==> src/rtl/dmagr_pkg.sv <==
package dmagr_pkg;
  localparam int unsigned AW      = 12;
  localparam int unsigned MAXCH   = 64;
  localparam int unsigned CAUSE_W = 10;
  localparam int unsigned CHW     = 6;

  localparam logic [AW-1:0] A_CTRL   = 12'h000;
  localparam logic [AW-1:0] A_ESTAT  = 12'h004;
  localparam logic [AW-1:0] A_REQ_HI = 12'h008;
  localparam logic [AW-1:0] A_REQ_LO = 12'h00C;
  localparam logic [AW-1:0] A_EEI_HI = 12'h010;
  localparam logic [AW-1:0] A_EEI_LO = 12'h014;
  localparam logic [AW-1:0] A_CMD_EN = 12'h018;
  localparam logic [AW-1:0] A_CMD_EV = 12'h01C;
  localparam logic [AW-1:0] A_INT_HI = 12'h020;
  localparam logic [AW-1:0] A_INT_LO = 12'h024;
  localparam logic [AW-1:0] A_ERR_HI = 12'h028;
  localparam logic [AW-1:0] A_ERR_LO = 12'h02C;
  localparam logic [AW-1:0] A_HRS_HI = 12'h030;
  localparam logic [AW-1:0] A_HRS_LO = 12'h034;

  localparam logic [31:0] CTRL_MASK = 32'h8000_000C;

  // status word: valid | cause[9:8] at 15:14 | channel at 13:8 | cause[7:0]
  function automatic logic [31:0] pack_err(input logic [CHW-1:0] ch,
                                           input logic [CAUSE_W-1:0] cause);
    logic [31:0] w;
    w        = '0;
    w[31]    = 1'b1;
    w[15:14] = cause[9:8];
    w[13:8]  = ch;
    w[7:0]   = cause[7:0];
    return w;
  endfunction

  function automatic logic [CHW-1:0] lowest_set(input logic [MAXCH-1:0] v);
    logic [CHW-1:0] idx;
    idx = '0;
    for (int i = MAXCH - 1; i >= 0; i--)
      if (v[i]) idx = CHW'(i);
    return idx;
  endfunction
endpackage

==> src/rtl/dmagr_cmd_decode.sv <==
module dmagr_cmd_decode #(
  parameter int unsigned NCH = 64
) (
  input  logic           bus_we,
  input  logic           hit_en,
  input  logic           hit_ev,
  input  logic [3:0]     bus_be,
  input  logic [31:0]    bus_wdata,
  output logic [NCH-1:0] en_set,
  output logic [NCH-1:0] en_clr,
  output logic [NCH-1:0] eei_set,
  output logic [NCH-1:0] eei_clr,
  output logic [NCH-1:0] int_clr,
  output logic [NCH-1:0] err_clr,
  output logic [NCH-1:0] start_cmd,
  output logic [NCH-1:0] done_cmd
);
  localparam int unsigned LANES = 4;

  // one-hot image of each lane's channel byte; out-of-range bytes give zero
  logic [LANES-1:0][NCH-1:0] oh;
  logic [LANES-1:0]          sel_en, sel_ev;

  for (genvar k = 0; k < LANES; k++) begin : g_lane
    for (genvar c = 0; c < NCH; c++) begin : g_ch
      assign oh[k][c] = (bus_wdata[8*k +: 8] == 8'(c));
    end
    assign sel_en[k] = bus_we & hit_en & bus_be[k];
    assign sel_ev[k] = bus_we & hit_ev & bus_be[k];
  end

  assign en_set    = sel_en[0] ? oh[0] : '0;
  assign en_clr    = sel_en[1] ? oh[1] : '0;
  assign eei_set   = sel_en[2] ? oh[2] : '0;
  assign eei_clr   = sel_en[3] ? oh[3] : '0;
  assign int_clr   = sel_ev[0] ? oh[0] : '0;
  assign err_clr   = sel_ev[1] ? oh[1] : '0;
  assign start_cmd = sel_ev[2] ? oh[2] : '0;
  assign done_cmd  = sel_ev[3] ? oh[3] : '0;
endmodule

==> src/rtl/dmagr_chan_bits.sv <==
module dmagr_chan_bits import dmagr_pkg::*; #(
  parameter int unsigned NCH = 64,
  parameter bit          W1C = 1'b0
) (
  input  logic           clk,
  input  logic           rst_n,
  input  logic           wr_hi,
  input  logic           wr_lo,
  input  logic [31:0]    wdata,
  input  logic [NCH-1:0] set_v,
  input  logic [NCH-1:0] clr_v,
  output logic [NCH-1:0] q
);
  logic [MAXCH-1:0] cur;
  logic [NCH-1:0]   nxt;

  if (W1C) begin : g_w1c
    always_comb begin
      cur = MAXCH'(q);
      if (wr_lo) cur[31:0]  = cur[31:0]  & ~wdata;
      if (wr_hi) cur[63:32] = cur[63:32] & ~wdata;
    end
  end else begin : g_load
    always_comb begin
      cur = MAXCH'(q);
      if (wr_lo) cur[31:0]  = wdata;
      if (wr_hi) cur[63:32] = wdata;
    end
  end

  // a set in the same cycle as any clear wins
  assign nxt = (cur[NCH-1:0] & ~clr_v) | set_v;

  always_ff @(posedge clk or negedge rst_n) begin
    if (!rst_n) q <= '0;
    else        q <= nxt;
  end
endmodule

==> src/rtl/dmagr_err_status.sv <==
module dmagr_err_status import dmagr_pkg::*; #(
  parameter int unsigned NCH = 64
) (
  input  logic               clk,
  input  logic               rst_n,
  input  logic [NCH-1:0]     evt_err,
  input  logic [CAUSE_W-1:0] evt_cause,
  input  logic               clr_valid,
  output logic [31:0]        word
);
  logic held, take;

  assign held = word[31] & ~clr_valid;
  assign take = ~held & (|evt_err);

  always_ff @(posedge clk or negedge rst_n) begin
    if (!rst_n)         word <= '0;
    else if (take)      word <= pack_err(lowest_set(MAXCH'(evt_err)), evt_cause);
    else if (clr_valid) word <= '0;
  end
endmodule

==> src/rtl/dmagr_prio_file.sv <==
module dmagr_prio_file #(
  parameter int unsigned NCH = 64,
  parameter int unsigned IW  = 6
) (
  input  logic             clk,
  input  logic             rst_n,
  input  logic             wr_hit,
  input  logic [IW-1:0]    idx,
  input  logic [3:0]       bus_be,
  input  logic [31:0]      bus_wdata,
  output logic [8*NCH-1:0] prio_flat,
  output logic [31:0]      rd_word
);
  for (genvar c = 0; c < NCH; c++) begin : g_ch
    logic [7:0] q;
    always_ff @(posedge clk or negedge rst_n) begin
      if (!rst_n)
        q <= 8'(c);
      else if (wr_hit && idx == IW'(c / 4) && bus_be[c % 4])
        q <= bus_wdata[8*(c % 4) +: 8];
    end
    assign prio_flat[8*c +: 8] = q;
  end

  always_comb begin
    rd_word = '0;
    for (int k = 0; k < 4; k++) begin
      if (int'(idx) * 4 + k < NCH)
        rd_word[8*k +: 8] = prio_flat[8*(int'(idx) * 4 + k) +: 8];
    end
  end
endmodule

==> src/rtl/dma_glb_regs.sv <==
module dma_glb_regs import dmagr_pkg::*; #(
  parameter int unsigned NCH = 64
) (
  input  logic               clk,
  input  logic               rst_n,
  input  logic               bus_we,
  input  logic [AW-1:0]      bus_addr,
  input  logic [3:0]         bus_be,
  input  logic [31:0]        bus_wdata,
  output logic [31:0]        bus_rdata,
  input  logic [NCH-1:0]     evt_irq,
  input  logic [NCH-1:0]     evt_err,
  input  logic [CAUSE_W-1:0] evt_cause,
  input  logic [NCH-1:0]     hw_req,
  output logic [NCH-1:0]     req_en,
  output logic [NCH-1:0]     start_pulse,
  output logic [NCH-1:0]     done_clr,
  output logic [8*NCH-1:0]   prio_flat,
  output logic               ctrl_rr_chan,
  output logic               ctrl_rr_grp,
  output logic               ctrl_clk_gate,
  output logic               irq_out
);
  localparam int unsigned PRIO_WORDS = (NCH + 3) / 4;
  localparam int unsigned IW = 6;

  // named internal state, also observed by the checker
  logic [NCH-1:0] eei_bits, int_bits, err_bits;
  logic [31:0]    err_word, ctrl_q, prio_rd;
  logic [NCH-1:0] en_set, en_clr, eei_set, eei_clr, int_clr, err_clr;
  logic [NCH-1:0] start_cmd, done_cmd;
  logic           prio_hit;

  function automatic logic [MAXCH-1:0] pad(input logic [NCH-1:0] v);
    return MAXCH'(v);
  endfunction

  function automatic logic wr_at(input logic [AW-1:0] a);
    return bus_we && (bus_addr == a);
  endfunction

  dmagr_cmd_decode #(.NCH(NCH)) u_dec (
    .bus_we(bus_we), .hit_en(bus_addr == A_CMD_EN), .hit_ev(bus_addr == A_CMD_EV),
    .bus_be(bus_be), .bus_wdata(bus_wdata),
    .en_set(en_set), .en_clr(en_clr), .eei_set(eei_set), .eei_clr(eei_clr),
    .int_clr(int_clr), .err_clr(err_clr), .start_cmd(start_cmd), .done_cmd(done_cmd)
  );

  dmagr_chan_bits #(.NCH(NCH), .W1C(1'b0)) u_req (
    .clk(clk), .rst_n(rst_n), .wr_hi(wr_at(A_REQ_HI)), .wr_lo(wr_at(A_REQ_LO)),
    .wdata(bus_wdata), .set_v(en_set), .clr_v(en_clr), .q(req_en)
  );

  dmagr_chan_bits #(.NCH(NCH), .W1C(1'b0)) u_eei (
    .clk(clk), .rst_n(rst_n), .wr_hi(wr_at(A_EEI_HI)), .wr_lo(wr_at(A_EEI_LO)),
    .wdata(bus_wdata), .set_v(eei_set), .clr_v(eei_clr), .q(eei_bits)
  );

  dmagr_chan_bits #(.NCH(NCH), .W1C(1'b1)) u_int (
    .clk(clk), .rst_n(rst_n), .wr_hi(wr_at(A_INT_HI)), .wr_lo(wr_at(A_INT_LO)),
    .wdata(bus_wdata), .set_v(evt_irq), .clr_v(int_clr), .q(int_bits)
  );

  dmagr_chan_bits #(.NCH(NCH), .W1C(1'b1)) u_err (
    .clk(clk), .rst_n(rst_n), .wr_hi(wr_at(A_ERR_HI)), .wr_lo(wr_at(A_ERR_LO)),
    .wdata(bus_wdata), .set_v(evt_err), .clr_v(err_clr), .q(err_bits)
  );

  dmagr_err_status #(.NCH(NCH)) u_est (
    .clk(clk), .rst_n(rst_n), .evt_err(evt_err), .evt_cause(evt_cause),
    .clr_valid(|err_clr), .word(err_word)
  );

  assign prio_hit = (bus_addr[AW-1:8] == (AW-8)'(1)) && (bus_addr[1:0] == 2'b00)
                    && (bus_addr[7:2] < IW'(PRIO_WORDS));

  dmagr_prio_file #(.NCH(NCH), .IW(IW)) u_prio (
    .clk(clk), .rst_n(rst_n), .wr_hit(bus_we && prio_hit), .idx(bus_addr[7:2]),
    .bus_be(bus_be), .bus_wdata(bus_wdata), .prio_flat(prio_flat), .rd_word(prio_rd)
  );

  always_ff @(posedge clk or negedge rst_n) begin
    if (!rst_n) begin
      ctrl_q      <= '0;
      start_pulse <= '0;
      done_clr    <= '0;
    end else begin
      if (wr_at(A_CTRL)) ctrl_q <= bus_wdata & CTRL_MASK;
      start_pulse <= start_cmd;
      done_clr    <= done_cmd;
    end
  end

  assign ctrl_clk_gate = ctrl_q[31];
  assign ctrl_rr_grp   = ctrl_q[3];
  assign ctrl_rr_chan  = ctrl_q[2];

  assign irq_out = (|int_bits) | (|(err_bits & eei_bits));

  always_comb begin
    bus_rdata = '0;
    if (prio_hit) bus_rdata = prio_rd;
    else begin
      case (bus_addr)
        A_CTRL:   bus_rdata = ctrl_q;
        A_ESTAT:  bus_rdata = err_word;
        A_REQ_HI: bus_rdata = pad(req_en)[63:32];
        A_REQ_LO: bus_rdata = pad(req_en)[31:0];
        A_EEI_HI: bus_rdata = pad(eei_bits)[63:32];
        A_EEI_LO: bus_rdata = pad(eei_bits)[31:0];
        A_INT_HI: bus_rdata = pad(int_bits)[63:32];
        A_INT_LO: bus_rdata = pad(int_bits)[31:0];
        A_ERR_HI: bus_rdata = pad(err_bits)[63:32];
        A_ERR_LO: bus_rdata = pad(err_bits)[31:0];
        A_HRS_HI: bus_rdata = pad(hw_req)[63:32];
        A_HRS_LO: bus_rdata = pad(hw_req)[31:0];
        default:  bus_rdata = '0;
      endcase
    end
  end
endmodule

==> config.mk <==
export PLATFORM = sky130hd
export DESIGN_NAME = dma_glb_regs
export DESIGN_NICKNAME = d
export VERILOG_FILES = /design/src/rtl/dmagr_pkg.sv /design/src/rtl/dmagr_cmd_decode.sv /design/src/rtl/dmagr_chan_bits.sv /design/src/rtl/dmagr_err_status.sv /design/src/rtl/dmagr_prio_file.sv /design/src/rtl/dma_glb_regs.sv
export SDC_FILE = /design/constraint.sdc
export NUM_CORES = 2
export LEC_CHECK = 0
export BUFFER_PORTS_ARGS = -buffer_cell sky130_fd_sc_hd__buf_2
export CAP_MARGIN = 20
export CORE_AREA = 4 4 383 385
export DETAILED_ROUTE_END_ITERATION = 12
export DIE_AREA = 0 0 387 389
export MAX_ROUTING_LAYER = met4
export PLACE_DENSITY = 0.49
export SETUP_SLACK_MARGIN = 0.02
export SYNTH_ARGS = -nofsm -noshare
export SYNTH_HDL_FRONTEND = slang
export SYNTH_SLANG_ARGS = --single-unit
==> constraint.sdc <==
create_clock -name clk -period 5 [get_ports clk]
set_input_delay 1.25 -clock clk [delete_from_list [all_inputs] [get_ports clk]]
set_output_delay 1.25 -clock clk [all_outputs]
set_load 0.05 [all_outputs]
==> key figures <==
Outcome
  • Failing checks: setup timing
  • Status: complete, but fails checks

STA
  • RSZ-0062 raised after global routing: yes
  • Setup ws final: -61.9 ps
  • Slew HR: 25.5%
  • Setup violators final: 14
  • Tmin final: 5060 ps
  • Hold Violations, Final: 0
  • Fmax: 198 MHz
  • Setup total negative slack: -399 ps
  • Final Skew: 4.53 ps
  • Transition time of the tightest slew-check pin: 1120 ps
  • Slew Limit Fails: 0
  • Fin crit share: 101%

Yosys
  • Synth Net Count: 3,808
  • Sequential element share of the synthesized area: 52.3%
  • #FFs+latches synth: 916
  • Ys async rst share: 100%
  • Post-synthesis mux area share: 25.6%
  • Post-Syn Instances: 3,555
  • Mapped cell area: 44,300 µm²
  • Main synth FF type: dfrtp_1
  • Simple-Gate Fraction of Synth Area: 10.0%
  • Largest family of logic cells by synthesized area: multiplexers
  • YS warnings: 0
  • Post-synth EDFFs: 0
  • Post-Synth Adder-Cell Area: 0%
  • Yosys cell types: 69
  • Compound-Gate Fraction of Synth Area: 9.37%
  • XOR/XNOR Fraction of Synth Area: 0%
  • Mapped Avg Cell Area: 12.5 µm²

Clock network
  • Max Buffers Root-to-Sink: 3
  • Hold Buf Count CTS: 0
  • Root buf cell: clkbuf_16
  • CTS Sinks: 916
  • H-tree depth: 3
  • CTS tree: built
  • Worst-Skew Late Latency: 750 ps
  • Num CTS Buffers: 105
  • CTS clk-pin slew, worst paths: 60 ps

Worst setup path
  • CP max stage cell: or4_4
  • Critical Path RT: 3750 ps
  • Setup CP Type: input port to output port
  • Setup crit end kind: output port
  • Worst R2R Setup Slack: 3630 ps
  • Critical Path AT: 3810 ps
  • Delay-heaviest family, CP: simple AND/OR/NAND/NOR gates
  • Critical path, cell by cell: buf_2 > or4_4 > or3_4 > buf_12 > nor3_4 > buf_6 > buf_12 > a221o_1 > a21oi_2 > nand4_1 > buf_4 > buf_12
  • CP max FO: 10
  • WP buf/inv: 6
  • Worst path most repeated cell: buf_12
  • Startpoint types: input port
  • Critical path's largest stage delay: 550 ps

Pwr
  • Psw: 0.00431 W
  • Combinational Power Share: 6.9%
  • Worst VDD drop: 0.280 mV
  • Sequential Power Share: 44.7%
  • Pleak: 27.1 nW
  • Int Power: 0.0124 W
  • PwrDens: 292 nW/µm²
  • Clk network pwr share: 48.4%
  • Net Sw Frac: 25.9%

Routing
  • Post-Route WL: 265 mm
  • DR vias/cell: 5.85
  • Remaining DRCs: 0
  • Routed Antenna Nets: 0
  • DR iter-0 viols: 4,458
  • Total number of vias: 38,900
  • Routed wire per std cell: 39.8 µm
  • DRT Pass-1 Iters: 7

Layout
  • Share of cells above drive strength 1: 50.9%
  • Area growth, synth to finish: 28.8%
  • Final #Nets: 4,894
  • Filler cell count: 14,100

Floorplanning
  • Die width: 387 µm
  • Cell Rows: 139
  • Total die area: 151,000 µm²
  • Io pins: 993
  • CORE AREA: 143,000 µm²
  • Die Y: 389 µm
  • Initial Utilization: 30.9%

Global routing
  • Largest net degree at the start of global routing: 83
  • GRT Overall Usage: 34.9%
  • Global-route wire length before repair: 354 mm
  • Initial antenna violation count: 29
  • Total global routing overflow: 0
  • Vias in the first global route: 38,800

Place
  • Routability cong.: 1.05
  • Placement Setup Slack: -60.4 ps
  • Input/output buffers: 992
  • Final HPWL DP: 207 mm

Hold path
  • Hold Path Class: flop to flop

Run
  • # Max-Cap Violations: 0
==> synthesized netlist by cell type (43+ instances only) <==
library cell / n / share of area [%]
mux4_2: 170 / 8.6
nand3_1: 77 / 0.87
nand2_1: 281 / 2.4
nor4_1: 43 / 0.61
nor3_1: 43 / 0.49
buf_2: 52 / 0.59
nor2_1: 336 / 2.8
a21o_1: 64 / 1.1
o22ai_1: 137 / 1.9
clkbuf_1: 152 / 1.3
dfrtp_1: 724 / 41
a22oi_1: 129 / 2.2
dfstp_2: 192 / 11
mux2_2: 526 / 13
mux2i_1: 158 / 3.6
==> power by group through the flow <==
stage	Clock [W]	Combinational, W	Sequential [W]
after floorplan	0	0.000366	0.00759
after global placement	0	0.00113	0.00759
after detailed placement	0	0.00113	0.00759
after CTS	0.00817	0.00114	0.00746
after global routing	0.00847	0.00120	0.00746
final	0.00807	0.00115	0.00746
==> cell type report <==
cell class / instances / area, µm² / share of cell area [%]
Tap cell: 1903 / 2380 / 4.17
Clock buffer: 161 / 3050 / 5.34
Multi-Input combinational cell: 2370 / 20000 / 35.1
Sequential cell: 916 / 23200 / 40.6
Timing Repair Buffer: 1235 / 7850 / 13.8
Inverter: 13 / 48.8 / 0.0856
Clock inverter: 36 / 498 / 0.873
Antenna cell: 15 / 37.5 / 0.0658
==> what timing repair did <==
| item | 4_1_cts | 5_1_grt |
|---|---|---|
| pin swaps | 9 | 17 |
| buffers inserted | 4 | 10 |
| resized for setup | 13 | 19 |
| setup endpoints to repair | 9 | 11 |
| gates cloned | 3 | 2 |
==> cell families after synthesis <==
kind of cell | after synthesis
mux | 854
buf+inv | 269
flops | 916
simple gates | 951
compound gates | 565
==> state kept, by name, indices dropped and copies added, names as in the netlist <==
name and count:
u_eei.q 64, u_err.q 64, u_est.word 17, u_int.q 64
u_req.q 64, start_pulse 64, ctrl_q 3, u_prio.g_ch.q 512
done_clr 64
==> metal layers <==
| layer | routed length (µm) | GRT usage (%) | part of all wire (%) | vias up |
|---|---|---|---|---|
| met4 | 15900 | 16.5 | 6.0 | 0 |
| li1 | - | - | - | 15500 |
| met3 | 23200 | 8.70 | 8.8 | 531 |
| met1 | 102000 | 41.9 | 38 | 20400 |
| met2 | 124000 | 55.4 | 47 | 2404 |
| met5 | 0 | - | 0 | - |
==> path summary, 6_finish.rpt <==
kind	to	from	cells after the start
worst max-delay path	bus_rdata[5]	bus_addr[0]	12
worst min-delay path	u_prio.g_ch[11].q[6]	u_prio.g_ch[11].q[6]	1
worst max register to register	u_est.word[10]	u_est.word[31]	4
worst min register to register	u_prio.g_ch[11].q[6]	u_prio.g_ch[11].q[6]	1
max in group asynchronous	u_prio.g_ch[23].q[6]	rst_n	2
min in group asynchronous	done_clr[49]	rst_n	1
==> placed cells by master (no fill, tap or decap), types with 8 or more instances in the layout <==
cell       count
a31o_1        23
a221oi_1      22
clkbuf_16    107
clkbuf_1      35
nor2b_1       19
clkbuf_8      21
mux2_2       526
diode_2       15
nand4_1       33
a31oi_1        8
a21oi_1       23
clkinv_2      14
a22oi_1      127
o22ai_1      137
nand2_1      279
bufinv_16      8
a22o_1        23
mux2i_1      158
inv_1         13
mux4_2       170
a21o_1        64
a31o_2        42
dfstp_2      192
buf_12        61
nor2_2        42
o21ai_0       32
nor3_4         9
a222oi_1      21
nor3_1        40
nor4_1        43
dfrtp_1      724
and2_1        10
buf_6         19
buf_4        194
buf_2        953
nor2_1       335
and3_1        10
nand2b_1      14
nand3_1       74
==> worst reg2reg max path: stages, from the launching register on <==
cell,delay (ps)
dfrtp_1,470
a22oi_2,180
buf_4,310
nor2_1,90
a31o_2,220
==> metrics by stage <==
step	area (µm²)	hold slack, ps	total power, W	util (%)	cells
2_1_floorplan	44300	467	0.00796	-	3555
3_3_place_gp	53100	507	0.00872	37.1	6420
3_5_place_dp	53100	511	0.00872	37.1	6420
4_1_cts	56800	524	0.0168	39.7	6624
5_1_grt	57000	541	0.0171	39.8	6643
6_report	57000	524	0.0167	39.8	6649
No activity file was read; power rests on OpenSTA's default activity.
